### src/rtl/pwmdt_pkg.sv
// Shared constants for the dead-time PWM block.
// Assumes: the two fields of the control word map to two write lanes.
package pwmdt_pkg;
    localparam int unsigned DEF_DUTY_W   = 8;
    localparam int unsigned DEF_DEAD_W   = 4;
    localparam int unsigned DEF_ADDR_W   = 4;
    localparam int unsigned LANE_DUTY    = 0;
    localparam int unsigned LANE_DEAD    = 1;
    localparam int unsigned NUM_LANES    = 2;
    localparam int unsigned NUM_SIDES    = 2;
    localparam int unsigned SIDE_HI      = 0;
    localparam int unsigned SIDE_LO      = 1;
endpackage

### src/rtl/pwmdt_ctrl_reg.sv
// Live control register with per-lane write strobes.
// Holds the on-time and dead-time fields written by the processor.
// Assumes: at most one write per cycle; the address decode is a single match.
module pwmdt_ctrl_reg
    import pwmdt_pkg::*;
#(
    parameter int unsigned DUTY_W   = DEF_DUTY_W,
    parameter int unsigned DEAD_W   = DEF_DEAD_W,
    parameter int unsigned ADDR_W   = DEF_ADDR_W,
    parameter int unsigned REG_ADDR = 0
) (
    input  logic                     clk,
    input  logic                     rst_n,
    input  logic                     wr_en,
    input  logic [ADDR_W-1:0]        wr_addr,
    input  logic [NUM_LANES-1:0]     wr_strb,
    input  logic [DUTY_W+DEAD_W-1:0] wr_data,
    output logic [DUTY_W-1:0]        duty_o,
    output logic [DEAD_W-1:0]        dead_o
);
    localparam int unsigned         WORD_W   = DUTY_W + DEAD_W;
    localparam logic [ADDR_W-1:0]   HIT_ADDR = ADDR_W'(REG_ADDR);

    logic                wr_hit;
    logic [DUTY_W-1:0]   duty_q;
    logic [DEAD_W-1:0]   dead_q;

    // Purpose: decode a write aimed at this register.
    assign wr_hit = wr_en && (wr_addr == HIT_ADDR);

    // Purpose: update each field only when its own lane strobe is set.
    always_ff @(posedge clk) begin
        if (!rst_n) begin
            duty_q <= '0;
            dead_q <= '0;
        end else begin
            if (wr_hit && wr_strb[LANE_DUTY]) begin
                duty_q <= wr_data[DUTY_W-1:0];
            end
            if (wr_hit && wr_strb[LANE_DEAD]) begin
                dead_q <= wr_data[WORD_W-1:DUTY_W];
            end
        end
    end

    assign duty_o = duty_q;
    assign dead_o = dead_q;


    lane_hold_chk: assert property (@(posedge clk) disable iff (!rst_n)
        (wr_en && wr_addr == HIT_ADDR && !wr_strb[LANE_DEAD]) |=> $stable(dead_o));


    lane_load_chk: assert property (@(posedge clk) disable iff (!rst_n)
        (wr_en && wr_addr == HIT_ADDR && wr_strb[LANE_DUTY])
            |=> (duty_o == $past(wr_data[DUTY_W-1:0])));


    foreign_addr_chk: assert property (@(posedge clk) disable iff (!rst_n)
        (wr_en && wr_addr != HIT_ADDR) |=> ($stable(duty_o) && $stable(dead_o)));
endmodule

### src/rtl/pwmdt_phase_gen.sv
// Period counter, shadow settings and raw pulse compare.
// The shadow registers reload from the live settings only on the last
// cycle of a period, so each period uses one consistent setting pair.
// Assumes: the period is 2**DUTY_W cycles and the all-ones on-time is full on.
module pwmdt_phase_gen
    import pwmdt_pkg::*;
#(
    parameter int unsigned DUTY_W = DEF_DUTY_W,
    parameter int unsigned DEAD_W = DEF_DEAD_W
) (
    input  logic              clk,
    input  logic              rst_n,
    input  logic [DUTY_W-1:0] duty_i,
    input  logic [DEAD_W-1:0] dead_i,
    output logic              raw_o,
    output logic [DEAD_W-1:0] dead_o
);
    localparam logic [DUTY_W-1:0] CNT_MAX = '1;
    localparam logic [DUTY_W-1:0] FULL_ON = '1;

    logic [DUTY_W-1:0] cnt_q;
    logic [DUTY_W-1:0] duty_sh_q;
    logic [DEAD_W-1:0] dead_sh_q;
    logic              wrap;

    // Purpose: flag the last phase of the period.
    assign wrap = (cnt_q == CNT_MAX);

    // Purpose: free-running phase counter, wrapping naturally.
    always_ff @(posedge clk) begin
        if (!rst_n) begin
            cnt_q <= '0;
        end else begin
            cnt_q <= cnt_q + 1'b1;
        end
    end

    // Purpose: copy live settings into the shadow copy at the period edge.
    always_ff @(posedge clk) begin
        if (!rst_n) begin
            duty_sh_q <= '0;
            dead_sh_q <= '0;
        end else if (wrap) begin
            duty_sh_q <= duty_i;
            dead_sh_q <= dead_i;
        end
    end

    // Purpose: raw pulse is high below the on-time, or always when full on.
    always_comb begin
        raw_o = (duty_sh_q == FULL_ON) || (cnt_q < duty_sh_q);
    end

    assign dead_o = dead_sh_q;


    phase_step_chk: assert property (@(posedge clk) disable iff (!rst_n)
        (cnt_q != CNT_MAX) |=> (cnt_q == DUTY_W'($past(cnt_q) + 1'b1)));


    phase_wrap_chk: assert property (@(posedge clk) disable iff (!rst_n)
        (cnt_q == CNT_MAX) |=> (cnt_q == '0));


    shadow_hold_chk: assert property (@(posedge clk) disable iff (!rst_n)
        (cnt_q != CNT_MAX) |=> ($stable(duty_sh_q) && $stable(dead_sh_q)));
endmodule

### src/rtl/pwmdt_deadband.sv
// Dead-time insertion for a complementary output pair.
// Tracks how many cycles the registered raw pulse has held its level
// (saturating) and turns a side on only once that age reaches the
// dead time of the period the pulse came from.
// Assumes: raw_i and dead_i are produced from registered state upstream.
module pwmdt_deadband
    import pwmdt_pkg::*;
#(
    parameter int unsigned DEAD_W = DEF_DEAD_W
) (
    input  logic              clk,
    input  logic              rst_n,
    input  logic              raw_i,
    input  logic [DEAD_W-1:0] dead_i,
    output logic              hi_o,
    output logic              lo_o
);
    localparam logic [DEAD_W-1:0] AGE_MAX = '1;

    logic                 raw_q;
    logic [DEAD_W-1:0]    age_q;
    logic [DEAD_W-1:0]    dead_q;
    logic                 settled;
    logic [NUM_SIDES-1:0] drive;

    // Purpose: register the raw pulse and the dead time it belongs to.
    always_ff @(posedge clk) begin
        if (!rst_n) begin
            raw_q  <= 1'b0;
            dead_q <= '0;
        end else begin
            raw_q  <= raw_i;
            dead_q <= dead_i;
        end
    end

    // Purpose: count cycles since the raw pulse last changed level.
    always_ff @(posedge clk) begin
        if (!rst_n) begin
            age_q <= '0;
        end else if (raw_i != raw_q) begin
            age_q <= '0;
        end else if (age_q != AGE_MAX) begin
            age_q <= age_q + 1'b1;
        end
    end

    // Purpose: the level is old enough to be driven.
    assign settled = (age_q >= dead_q);

    // One registered output stage per side; the low side uses the inverted pulse.
    for (genvar g = 0; g < NUM_SIDES; g++) begin : g_side
        logic level;
        logic side_q;
        assign level = (g == SIDE_HI) ? raw_q : !raw_q;
        // Purpose: drive this side only when its level has settled.
        always_ff @(posedge clk) begin
            if (!rst_n) begin
                side_q <= 1'b0;
            end else begin
                side_q <= level && settled;
            end
        end
        assign drive[g] = side_q;
    end

    assign hi_o = drive[SIDE_HI];
    assign lo_o = drive[SIDE_LO];


    rst_quiet_chk: assert property (@(posedge clk)
        !rst_n |=> (!hi_o && !lo_o));


    no_overlap_chk: assert property (@(posedge clk) disable iff (!rst_n)
        !(hi_o && lo_o));


    hi_gap_chk: assert property (@(posedge clk) disable iff (!rst_n)
        ($fell(lo_o) && $past(dead_q) != '0) |-> !hi_o);


    lo_gap_chk: assert property (@(posedge clk) disable iff (!rst_n)
        ($fell(hi_o) && $past(dead_q) != '0) |-> !lo_o);


    zero_dead_chk: assert property (@(posedge clk) disable iff (!rst_n)
        ($past(rst_n) && $past(dead_q) == '0) |-> (hi_o != lo_o));
endmodule

### src/rtl/pwmdt_gen.sv
// Top level: register-controlled PWM generator with dead-time insertion.
// Chains the write register, the period/shadow stage and the dead-band
// stage. Outputs lag the phase compare by two clock cycles.
// Assumes: synchronous active-low reset held for at least one edge.
module pwmdt_gen
    import pwmdt_pkg::*;
#(
    parameter int unsigned DUTY_W   = DEF_DUTY_W,
    parameter int unsigned DEAD_W   = DEF_DEAD_W,
    parameter int unsigned ADDR_W   = DEF_ADDR_W,
    parameter int unsigned REG_ADDR = 0
) (
    input  logic                     clk,
    input  logic                     rst_n,
    input  logic                     wr_en,
    input  logic [ADDR_W-1:0]        wr_addr,
    input  logic [1:0]               wr_strb,
    input  logic [DUTY_W+DEAD_W-1:0] wr_data,
    output logic                     pwm_hi,
    output logic                     pwm_lo
);
    logic [DUTY_W-1:0] live_duty;
    logic [DEAD_W-1:0] live_dead;
    logic              raw_pulse;
    logic [DEAD_W-1:0] period_dead;

    pwmdt_ctrl_reg #(
        .DUTY_W   (DUTY_W),
        .DEAD_W   (DEAD_W),
        .ADDR_W   (ADDR_W),
        .REG_ADDR (REG_ADDR)
    ) u_ctrl (
        .clk     (clk),
        .rst_n   (rst_n),
        .wr_en   (wr_en),
        .wr_addr (wr_addr),
        .wr_strb (wr_strb),
        .wr_data (wr_data),
        .duty_o  (live_duty),
        .dead_o  (live_dead)
    );

    pwmdt_phase_gen #(
        .DUTY_W (DUTY_W),
        .DEAD_W (DEAD_W)
    ) u_phase (
        .clk    (clk),
        .rst_n  (rst_n),
        .duty_i (live_duty),
        .dead_i (live_dead),
        .raw_o  (raw_pulse),
        .dead_o (period_dead)
    );

    pwmdt_deadband #(
        .DEAD_W (DEAD_W)
    ) u_band (
        .clk    (clk),
        .rst_n  (rst_n),
        .raw_i  (raw_pulse),
        .dead_i (period_dead),
        .hi_o   (pwm_hi),
        .lo_o   (pwm_lo)
    );
endmodule

### config.mk
export PLATFORM = sky130hd
export DESIGN_NAME = pwmdt_gen
export DESIGN_NICKNAME = d
export VERILOG_FILES = /design/src/rtl/pwmdt_pkg.sv /design/src/rtl/pwmdt_ctrl_reg.sv /design/src/rtl/pwmdt_phase_gen.sv /design/src/rtl/pwmdt_deadband.sv /design/src/rtl/pwmdt_gen.sv
export SDC_FILE = /design/constraint.sdc
export NUM_CORES = 1
export LEC_CHECK = 0
export ABC_AREA = 1
export BUFFER_PORTS_ARGS = -buffer_cell sky130_fd_sc_hd__buf_2
export CAP_MARGIN = 5
export CORE_AREA = 4 4 82 84
export CTS_CLUSTER_DIAMETER = 40
export CTS_CLUSTER_SIZE = 20
export DETAILED_ROUTE_END_ITERATION = 10
export DIE_AREA = 0 0 86 88
export GPL_ROUTABILITY_DRIVEN = 0
export PLACE_DENSITY = 0.5
export SLEW_MARGIN = 10
export SYNTH_ARGS = -nofsm -noshare
export SYNTH_HDL_FRONTEND = slang
export SYNTH_HIERARCHICAL = 1
export SYNTH_SLANG_ARGS = --single-unit
### constraint.sdc
create_clock -name clk -period 2 [get_ports clk]
set_input_delay 0.4 -clock clk [delete_from_list [all_inputs] [get_ports clk]]
set_output_delay 0.4 -clock clk [all_outputs]
set_load 0.005 [all_outputs]
### Word-level counts from Yosys, hierarchy flattened

Cells that the tools add are included.

* reductions and logical operators: 9
* eq/ne operators: 4
* magnitude comparators: 2
* $add $sub $neg: 2
* bitwise gates (word level): 1

Operator list (number)
* $eq A8 B8 Y1 const B: 2
* $add A8 B1 Y8 const B: 1
* $lt A8 B8 Y1: 1
* $logic_and A1 B1 Y1: 5
* $add A4 B1 Y4 const B: 1
* $ge A4 B4 Y1: 1
* $logic_not A4 Y1: 1
* $ne A4 B4 Y1 const B: 1
* $reduce_or A2 Y1: 1
* $logic_not A1 Y1: 1
* $logic_or A1 B1 Y1: 1
* $ne A1 B1 Y1: 1
* $not A1 Y1: 1

* output and inout port bits: 2
* register bits after elaboration: 43
* logic and storage cells: 28
* bits of input ports: 21

### Longest topological paths before layout

Gate-level depths: netlist of run 1.

* word-level depth: 4
* mapped depth: 13
* gate-level depth less buffers: 13

### Cells and area by module

Netlist of run 1, hierarchy kept.

Modules (own cells, without submodules)
* pwmdt_phase_gen: times used 1, sequential area each 400.4 sq um, cells each 136, area each 987.2 sq um
* pwmdt_ctrl_reg: times used 1, sequential area each 240.2 sq um, cells each 86, area each 615.6 sq um
* pwmdt_deadband: times used 1, sequential area each 220.2 sq um, cells each 72, area each 544.3 sq um

### Worst setup path before layout of run 1

Ideal clock, no wire load.

* path type: reg2reg
* from: register u_phase.duty_sh_q[5]
* to: register u_band.age_q[3]
* path buffers: 0
* cell stages (with the launch flop): 12
* arrival: 1426 ps
* clock period less this slack: 1499 ps
* setup slack: 501 ps
* setup time: 73 ps
* required time: 1927 ps
* cell sequence: dfxtp_1 > inv_1 > ha_1 > a21oi_1 > nor2_1 > nor3_1 > nand2_1 > nand2_1 > inv_1 > nand2_1 > nand3_4 > nor3b_2

* word-level cells in the longest chain between the ends: 4
* elaborated cells on any way between the ends: 5
* those cells by class: 1 x order compare; 2 x eq/ne; 2 x reduce/logical

RTL lines
* start: declaration: line pwmdt_phase_gen.sv:22 `logic [DUTY_W-1:0] duty_sh_q;`
* start signal: assignment: line pwmdt_phase_gen.sv:44 `duty_sh_q <= duty_i;`
* $lt A8 B8 Y1 / $eq A8 B8 Y1 (equally long branches): line pwmdt_phase_gen.sv:51 `raw_o = (duty_sh_q == FULL_ON) || (cnt_q < duty_sh_q);`
* $logic_or A1 B1 Y1 (*): line pwmdt_phase_gen.sv:51
* named net raw_pulse: line pwmdt_gen.sv:24 `logic raw_pulse;`
* $ne A1 B1 Y1 (*): line pwmdt_deadband.sv:41 `end else if (raw_i != raw_q) begin`
* $reduce_or A2 Y1 (no line) (*)
* end signal: assignment: line pwmdt_deadband.sv:44 `age_q <= age_q + 1'b1;`
* end: declaration: line pwmdt_deadband.sv:21 `logic [DEAD_W-1:0] age_q;`

The timed path passes the listed nets; every way through them passes the cells marked *.
A chain may end at the register's enable or synchronous reset.

### Final worst setup path of run 1

Ends and elaborated chain as after synthesis.

==> results by group, run 1 <==
Timing
  • TNS Setup: 0 ns
  • Max_slew headroom: 68.9%
  • Worst-Margin Slew: 0.466 ns
  • Clk_skew: 0.00409 ns
  • Setup violators final: 0
  • Final Hold Viols: 0
  • Slew Limit Fails: 0
  • RSZ-0062 raised after global routing: no
  • Maximum clock rate: 619 MHz
  • Minimum clock period: 1.62 ns
  • Period utilisation layout: 80.8%

Critical path
  • CP endpoint: u_band/age_q[3]
  • CP Cell Sequence: inv_1 > ha_1 > a21oi_1 > nor2_1 > nor3_1 > nand2_1 > nand2_1 > inv_1 > nand2_1 > nand3_4 > nor3b_2
  • Top delay family on crit path: simple AND/OR/NAND/NOR gates
  • Slowest cell on crit path: dfxtp_1
  • Crit path launch type: flop
  • WP depth: 11
  • CP max stage delay: 0.33 ns
  • Critical path type: flop to flop
  • Cell mode on critical path: nand2_1
  • Crit. Startpoint: u_phase/duty_sh_q[5]
  • Buffers and inverters on the worst path: 2
  • Crit Reg-Reg Startpoint: u_phase/duty_sh_q[5]
  • Worst Path Required: ~2.2 ns
  • Crit path max fanout: 4
  • RR Endpoint: u_band/age_q[3]
  • R2R setup slack: 0.38 ns
  • CP endpoint kind: flop
  • CP Data Arrival Time: 1.84 ns
  • R2R depth: 11

Logic synthesis
  • Synthesis Warnings: 6
  • Syn Nets: 328
  • Mapped Cells: 294
  • Synth Cell Area: 2150 um2
  • Yosys top cell by area: dfxtp_1
  • Mean Syn Cell Area: roughly 7.3 um2
  • Yosys cell types: 25
  • Seq/Total Area, Yosys: 40.1%
  • Number of synthesized register bits: 43
  • Yosys top cell area share: 40.1%
  • Top post-synthesis cells by area: dfxtp_1 40%, nand2_1 12%, inv_1 8.9%

Floorplan
  • IO Pins: 23
  • Die area: 7570 um2
  • Die W: 86 um
  • # rows: 28
  • Core area: about 5900 um2
  • Initial Util: 36.3%
  • Die Ht: 88 um

Clock tree
  • Post-CTS Setup Inserts: 0
  • Hold_buf cts: 0
  • Cts repair resizes: 0
  • Cts bufs inserted: 5
  • Skew-Pair Late Insertion Delay: 0.29 ns
  • Htree depth: 2
  • Longest Clk Path Bufs: 2
  • Clock sink total: 43
  • TritonCTS clock tree: yes
  • Clk slew on worst S/H paths: 0.08 ns
  • Root Driver: clkbuf_8

Finish
  • Final core occ: 40.8%
  • Fraction of layout cells with a size suffix above 1: between 10% and 20%
  • ANT cells: 0
  • Leading cell type in the layout, fill and taps excluded: nand2_1
  • Synthesis-to-finish area growth: 12.5%
  • Highest-count cells in the layout ignoring fill and taps: 69 x nand2_1, 51 x inv_1, 43 x dfxtp_1
  • Final Net Count: 351

Detailed routing
  • Pre-Repair DR Iteration Count: 4
  • Number of remaining DRC errors: 0
  • DRT Wirelength: 3880 um
  • Routed Antenna Nets: 0
  • Wirelength per Cell: 9.89 um
  • Vias/cell: approximately 4.4
  • Via Count: 1722
  • 1st-iter DRT viols: 34

GRT
  • Grt ovf: 0
  • GR Util All Layers: 11.2%
  • Vias in the first global route: 1656
  • Initial antenna violation count: 0
  • Pin count of the biggest net entering global routing: 15
  • First-pass GRT wire length: roughly 7000 um

Placed design
  • Dpl hpwl: ~3000 um
  • PortBufs: 22

Job
  • Maxcap violations: 0

Power
  • Power per standard cell area: 711 nW/um2
  • VDD IR max: 0.000264 V
  • LEAKAGE: about 1.1 nW

Hold path
  • HP Class: input pin to flop
  • Min-delay src: wr_data[7]

Status
  • Status: finished, final reports clean
## layer usage
metal  global-route usage (%)  part of all wire [%]  vias up
met5                        0                     0        -
met4                     4.32                   1.4        0
met3                     2.26                   3.6        4
met2                     20.6                    46       26
met1                     12.8                    49      734
li1                         -                     -      958
## how the worst min path moves through the flow
| stage | endpoint | cells after the start |
|---|---|---|
| finish | u_ctrl/duty_o[7] | 5 |
| global route | u_ctrl/duty_o[5] | 5 |
| CTS | u_ctrl/dead_o[0] | 5 |
| detailed placement | u_band/dead_q[3] | 2 |
| global placement | u_band/dead_q[3] | 2 |
| floorplan | u_band/dead_q[0] | 2 |
## Yosys cell counts, drive strengths merged
library cell	instances
buf	8
nand3	18
nor2	43
dfxtp	43
nand2	71
nor3b	1
nor4	1
nand4	14
clkbuf	1
ha	13
a31oi	2
nor3	4
o21ai	2
a21oi	20
inv	53
## area by class of cell
cell class,count,area [um2]
clock buffers,5,68.8
inverters,53,199
flip-flops and latches,43,861
clock inverters,2,37.5
multi-input cells,189,1020
repair buffers,25,133
well taps,75,93.8
fillers,628,3510
## stage by stage
step	cell area, um2	total power [mW]	cells	hold WS (ns)	setup slack, ns
floorplan	2150	1.03	294	0.414	0.501
global placement	2310	1.08	385	0.420	0.419
detailed placement	2310	1.08	385	0.423	0.389
CTS	2410	1.74	392	0.423	0.364
global route	2410	1.81	392	0.450	0.128
finish	2410	1.72	392	0.429	0.384
## report_power, final
part | internal, mW | switching (mW) | total [mW]
registers | 0.878 | 0.0189 | 0.897
clock network | 0.365 | 0.293 | 0.658
logic | 0.0669 | 0.0943 | 0.161
## sequential cells by signal, indices dropped and copies added (netlist names)
signal,cells
u_phase/cnt_q,8
u_band/age_q,4
u_ctrl/dead_o,4
u_band/g_side.level,1
u_phase/dead_o,4
u_band/lo_o,1
u_phase/duty_sh_q,8
u_band/hi_o,1
u_ctrl/duty_o,8
u_band/dead_q,4
## kinds of logic after synthesis
family	count (synthesis)	synth area share, %
AO/OA/AOI/OAI	24	5.71
adder cells (fa/ha/maj)	13	7.58
buffers and inverters	62	12.3
flip-flops	43	40.1
AND/OR/NAND/NOR	152	34.3
## worst register-to-register path: cells and delay by family (launching register included)
family                   cells  cell delay, ns
buffers and inverters        2            0.11
flip-flops                   1            0.33
AND/OR/NAND/NOR              7            0.67
adder cells (fa/ha/maj)      1            0.28
AO/OA/AOI/OAI                1            0.14
(Power assumes the default switching activity.)
==> run 2: changes to the inputs <==
==> constraint.sdc (replaced) <==
create_clock -name clk -period 1.7 [get_ports clk]
set_input_delay 0.34 -clock clk [delete_from_list [all_inputs] [get_ports clk]]
set_output_delay 0.34 -clock clk [all_outputs]
set_load 0.005 [all_outputs]
==> run 2 against run 1 <==
  * Sequential power is 18% higher
  * Global-route usage increased by 0.15 points
  * Non-clock buffer count is 2 higher
  * Total power rose by 9.5%
  * Sequential share of layout area fell by 0.27 points
  * Design area increased by 1.5%
  * Routed wire length fell by 0.67%
  * Maximum frequency up 5.2%
  * Critical endpoint unchanged
==> results by group, run 2 (same netlist as run 1, synthesis figures left out) <==
Clock tree
  • Post-CTS Setup Inserts: 0
  • Hold_buf cts: 0
  • Cts repair resizes: 0
  • Root Driver: clkbuf_8
  • Clk slew on worst S/H paths: 0.08 ns
  • TritonCTS clock tree: yes
  • Skew-Pair Late Insertion Delay: 0.29 ns
  • Htree depth: 2
  • Cts bufs inserted: 5
  • Longest Clk Path Bufs: 2
  • Clock sink total: between 40 and 50

GRT
  • GR Util All Layers: 11.4%
  • First-pass GRT wire length: 7040 um
  • Grt ovf: 0
  • Vias in the first global route: 1686
  • Initial antenna violation count: 0
  • Pin count of the biggest net entering global routing: 15

Detailed routing
  • Via Count: 1722
  • 1st-iter DRT viols: 46
  • Pre-Repair DR Iteration Count: 4
  • Number of remaining DRC errors: 0
  • Wirelength per Cell: a little under 10 um
  • DRT Wirelength: 3850 um
  • Routed Antenna Nets: 0
  • Vias/cell: 4.36

Floorplan
  • Die W: 86 um
  • Core area: 5920 um2
  • # rows: 28
  • Die area: 7570 um2
  • Die Ht: between 80 and 90 um
  • Initial Util: 36.3%
  • IO Pins: 23

Critical path
  • Crit path launch type: flop
  • Critical path type: flop to flop
  • Crit path max fanout: 4
  • Crit Reg-Reg Startpoint: u_phase/cnt_q[7]
  • CP endpoint kind: flop
  • CP Data Arrival Time: 1.76 ns
  • Crit. Startpoint: u_phase/cnt_q[7]
  • Worst Path Required: 1.92 ns

Power
  • Design Power: 1.88 mW
  • VDD IR max: 0.000310 V
  • LEAKAGE: about 1.1 nW
  • Switching part of the total: between 20% and 30%
  • Clk pwr share: 33.4%
  • Psw: between 0.4 and 0.5 mW
  • Combinational share of power: 10.4%
  • Cell internal pwr: 1.40 mW
  • Power per standard cell area: 766 nW/um2
  • Sequential share of power: 56.2%

Finish
  • Number of fill cells: 628
  • Multi-input logic area: 1060 um2
  • Highest-count cells in the layout ignoring fill and taps: 66 x nand2_1, 50 x inv_1, 38 x dfxtp_1
  • Synthesis-to-finish area growth: 14.2%
  • ANT cells: 0
  • Area occupied by registers: 867 um2
  • Leading cell type in the layout, fill and taps excluded: nand2_1
  • Fraction of layout cells with a size suffix above 1: 19.4%
  • Final Net Count: 353

Timing
  • Slew Limit Fails: 0
  • Worst-Margin Slew: 0.462 ns
  • Final Hold Viols: 0
  • Max_slew headroom: 69.2%
  • Minimum clock period: 1.54 ns
  • Clk_skew: roughly 0.0037 ns
  • Setup violators final: 0
  • TNS Setup: 0 ns
  • Period utilisation layout: 90.4%
  • Maximum clock rate: 651 MHz
  • RSZ-0062 raised after global routing: no

Hold path
  • HP Class: input pin to flop
  • Min-delay src: rst_n

Job
  • Maxcap violations: 0

Placed design
  • Dpl hpwl: 2970 um
  • PortBufs: 22

Status
  • Status: finished, final reports clean
## run 2: cell types whose count changed in the layout (fill, tap and decap cells not counted)
| cell | previous run | this run |
|---|---|---|
| a21oi_1 | 20 | 19 |
| a21oi_2 | 0 | 1 |
| buf_4 | 3 | 5 |
| bufinv_16 | 1 | 0 |
| clkbuf_1 | 0 | 1 |
| clkinv_2 | 0 | 1 |
| dfxtp_1 | 43 | 38 |
| dfxtp_2 | 0 | 5 |
| ha_1 | 13 | 11 |
| ha_4 | 0 | 2 |
| inv_1 | 51 | 50 |
| inv_2 | 2 | 3 |
| nand2_1 | 69 | 66 |
| nand2_2 | 2 | 5 |
## run 2: power groups by stage
stage	clock, mW	combinational [mW]	sequential, mW
floorplan	0	0.141	1.07
global placement	0	0.194	1.08
detailed placement	0	0.195	1.08
CTS	0.663	0.196	1.06
global route	0.697	0.234	1.06
finish	0.627	0.195	1.06
## run 2: worst paths after layout
path,slack [ns],cells after the start,to
hold / removal,0.35,3,u_ctrl/duty_o[0]
setup reg to reg,0.16,10,u_band/age_q[3]
hold reg to reg,0.43,2,u_band/dead_q[1]
setup / recovery,0.16,10,u_band/age_q[3]
## run 2: metrics by stage
stage | cell area (um2) | setup slack (ns) | hold slack [ns] | util (%) | cells
floorplan | 2150 | 0.201 | 0.414 | - | 294
global route | 2450 | 0.000893 | 0.349 | 41.4 | 395
detailed placement | 2320 | 0.0814 | 0.423 | 39.2 | 387
finish | 2450 | 0.164 | 0.350 | 41.4 | 395
global placement | 2320 | 0.128 | 0.421 | 39.2 | 387
CTS | 2410 | 0.0667 | 0.342 | 40.7 | 395
## run 2: final cells by class
cell class	instances	share of cell area (%)
Clock buffer	6	2.96
Clock inverter	2	0.510
Inverter	53	8.12
Multi-Input combinational cell	189	43.2
Sequential cell	43	35.4
Tap cell	75	3.83
Timing Repair Buffer	27	6.02
## run 2: critical path: stages (launching register included)
cell and delay [ns]:
dfxtp_1 0.35, ha_1 0.33, nand2_1 0.07, inv_1 0.03, nor3_1 0.16, nand2_1 0.09
nand2_2 0.08, inv_1 0.05, nand2_2 0.06, nand3_4 0.08, nor3b_2 0.15
## run 2: per-layer routing
metal	global-route usage [%]	vias to the layer above	share of wire, %	wire length, um
met1	13.5	724	48	1850
met3	2.54	2	4.0	154
li1	-	966	-	-
met5	0	-	0	0
met4	4.75	0	0.99	38
met2	19.8	30	47	1810
==> run 3: changes to the inputs <==
--- a/config.mk
+++ b/config.mk
@@ -8,15 +8,14 @@
 export ABC_AREA = 1
 export BUFFER_PORTS_ARGS = -buffer_cell sky130_fd_sc_hd__buf_2
 export CAP_MARGIN = 5
-export CORE_AREA = 4 4 82 84
+export CORE_AREA = 4 4 76 78
 export CTS_CLUSTER_DIAMETER = 40
 export CTS_CLUSTER_SIZE = 20
 export DETAILED_ROUTE_END_ITERATION = 10
-export DIE_AREA = 0 0 86 88
+export DIE_AREA = 0 0 80 82
 export GPL_ROUTABILITY_DRIVEN = 0
-export PLACE_DENSITY = 0.5
+export PLACE_DENSITY = 0.51
 export SLEW_MARGIN = 10
 export SYNTH_ARGS = -nofsm -noshare
 export SYNTH_HDL_FRONTEND = slang
-export SYNTH_HIERARCHICAL = 1
 export SYNTH_SLANG_ARGS = --single-unit
==> run 3 against run 2 <==
  * Flip-flop and latch count is the same
  * Area after synthesis shrank 14%
  * Design area shrank 12%
  * Routed wire length shrank 16%
  * Worst setup slack lost 0.018 ns
==> results by group, run 3 <==
Logic synthesis
  • Seq/Total Area, Yosys: 46.7%
  • Mapped Cells: 239
  • Mean Syn Cell Area: 7.72 um2
  • Main synth FF type: dfxtp_1
  • Most instantiated library cell after synthesis: nor2_1
  • Yosys cell types: 22
  • Top post-synthesis cells by area: dfxtp_1 47%, nor2_1 10%, ha_1 8.8%
  • Synthesis Warnings: 0
  • EDFF count, synth: 0
  • Syn Nets: 273
  • Synth Cell Area: 1840 um2
  • Yosys top cell by area: dfxtp_1
  • Number of synthesized register bits: 43
  • Top post-synthesis cells by count: 51 x nor2_1, 43 x dfxtp_1, 32 x inv_1, 29 x o21ai_0, 28 x nand2_1
  • Asr flop ratio synth: 0%
  • Yosys top cell area share: 46.7%

Detailed routing
  • DRT Wirelength: 3250 um
  • 1st-iter DRT viols: 62
  • Pre-Repair DR Iteration Count: 4
  • Wirelength per Cell: 9.66 um
  • Routed Antenna Nets: 0
  • Number of remaining DRC errors: 0
  • Vias/cell: 4.33
  • Via Count: 1455

Timing
  • Maximum clock rate: about 640 MHz
  • RSZ-0062 raised after global routing: no
  • Slew Limit Fails: 0
  • Clk_skew: roughly 0.0036 ns
  • Setup violators final: 0
  • Worst-Margin Slew: a little under 0.5 ns
  • Min Hold Slack: about 0.28 ns
  • Final Hold Viols: 0
  • Minimum clock period: 1.55 ns
  • Max_slew headroom: between 60 and 70%
  • Period utilisation layout: 91.4%
  • TNS Setup: 0 ns

GRT
  • Initial antenna violation count: 0
  • GR Util All Layers: about 11%
  • First-pass GRT wire length: between 5000 and 6000 um
  • Vias in the first global route: roughly 1400
  • Pin count of the biggest net entering global routing: 30
  • Grt ovf: 0

Job
  • Maxcap violations: 0

Finish
  • Final core occ: 42.5%
  • Fraction of layout cells with a size suffix above 1: roughly 17%
  • Post-route insts no fill: 336
  • Area occupied by registers: 863 um2
  • Synthesis-to-finish area growth: 16.9%
  • ANT cells: 0
  • Multi-input logic area: 861 um2
  • Leading cell type in the layout, fill and taps excluded: nor2_1
  • Final Net Count: 301
  • Highest-count cells in the layout ignoring fill and taps: 49 x nor2_1, 41 x dfxtp_1, 31 x inv_1
  • Number of fill cells: about 550

Floorplan
  • Core area: about 5000 um2
  • Die W: 80 um
  • IO Pins: 23
  • Initial Util: 36.3%
  • Die area: 6560 um2
  • Die Ht: 82 um
  • # rows: 26

Clock tree
  • TritonCTS clock tree: yes
  • Htree depth: 2
  • Cts bufs inserted: 5
  • Clk slew on worst S/H paths: around 0.07 ns
  • Post-CTS Setup Inserts: 0
  • Longest Clk Path Bufs: 2
  • Skew-Pair Late Insertion Delay: ~0.28 ns
  • Cts repair resizes: 0
  • Root Driver: clkbuf_8
  • Clock sink total: 43
  • Hold_buf cts: 0

Critical path
  • CP max stage delay: 0.37 ns
  • Worst Path Required: 1.87 ns
  • Crit path max fanout: 19
  • Critical path type: flop to flop
  • Crit path launch type: flop
  • Slowest cell on crit path: dfxtp_1
  • CP Data Arrival Time: 1.72 ns
  • CP endpoint kind: flop
  • CP Cell Sequence: ha_1 > nand2_2 > nor2_4 > nand3_2 > nor3_4 > inv_2 > o21ai_0 > a21oi_1

Placed design
  • Dpl cells: 330
  • Dpl hpwl: 2440 um
  • PortBufs: 22

Power
  • Power per standard cell area: 832 nW/um2
  • LEAKAGE: 1.01 nW
  • VDD IR max: 0.000460 V

Status
  • Status: finished, final reports clean

Hold path
  • HP Class: input pin to flop
run 3: cell types whose count changed in the layout (fill, tap and decap cells not counted), moves of 5 or more:
| cell | before | now |
|---|---|---|
| nand3_1 | 16 | 5 |
| nand4_1 | 14 | 2 |
| o21ai_0 | 2 | 28 |
| inv_1 | 50 | 31 |
| nor2_1 | 36 | 49 |
| a21oi_1 | 19 | 14 |
| nand2_1 | 66 | 28 |
run 3: path summary, 6_finish.rpt:
path                          start                   end  slack (ns)  cells after the start
setup / recovery   u_phase.cnt_q[1]  u_phase.duty_sh_q[7]        0.15                      8
setup reg to reg   u_phase.cnt_q[1]  u_phase.duty_sh_q[7]        0.15                      8
hold reg to reg   u_phase.dead_o[0]      u_band.dead_q[0]        0.43                      2
hold / removal           wr_data[9]      u_ctrl.dead_o[1]        0.28                      3
run 3: area by class of cell:
type | count | share of cell area [%]
Clock buffer | 6 | 3.37
Inverter | 35 | 6.09
Tap cell | 70 | 4.06
Timing Repair Buffer | 26 | 6.50
Multi-Input combinational cell | 156 | 39.9
Sequential cell | 43 | 40.0
run 3: report_power, final:
group / internal [mW] / total (mW) / switching (mW)
sequential: 1.03 / 1.06 / 0.0219
clock: 0.274 / 0.578 / 0.304
combinational: 0.0733 / 0.160 / 0.0865
total: 1.38 / 1.79 / 0.412
run 3: logic make-up (layout without fill, tap and decap cells):
logic type | Yosys count | count (layout) | share of synthesized area (%)
simple gates | 94 | 94 | 21.6
compound gates | 46 | 46 | 12.9
flops | 43 | 43 | 46.7
buf+inv | 40 | 67 | 8.55
fa+ha+maj | 13 | 13 | 8.82
xor+xnor | 3 | 3 | 1.42
run 3: per-layer routing:
metal  global-route usage, %  part of all wire [%]  vias to the layer above
met2                    18.2                    45                       25
met4                    5.57                   1.6                        0
met5                       0                     0                        -
met1                    13.8                    49                      614
met3                    3.40                   4.2                        7
li1                        -                     -                      809
run 3: worst max-delay path: cells and delay by family, from the launching register on:
family | cells | cell delay, ns
AND/OR/NAND/NOR | 4 | 0.46
flip-flops | 1 | 0.37
AO/OA/AOI/OAI | 2 | 0.25
adder cells (fa/ha/maj) | 1 | 0.20
buffers and inverters | 1 | 0.15
run 3: through the flow:
stage,power [mW],setup slack (ns),instance area [um2]
finish,1.79,0.146,2160
global route,1.91,0.00723,2160
CTS,1.82,0.0411,2120
detailed placement,1.23,0.0666,2050
global placement,1.23,0.0732,2050
floorplan,1.17,0.246,1840
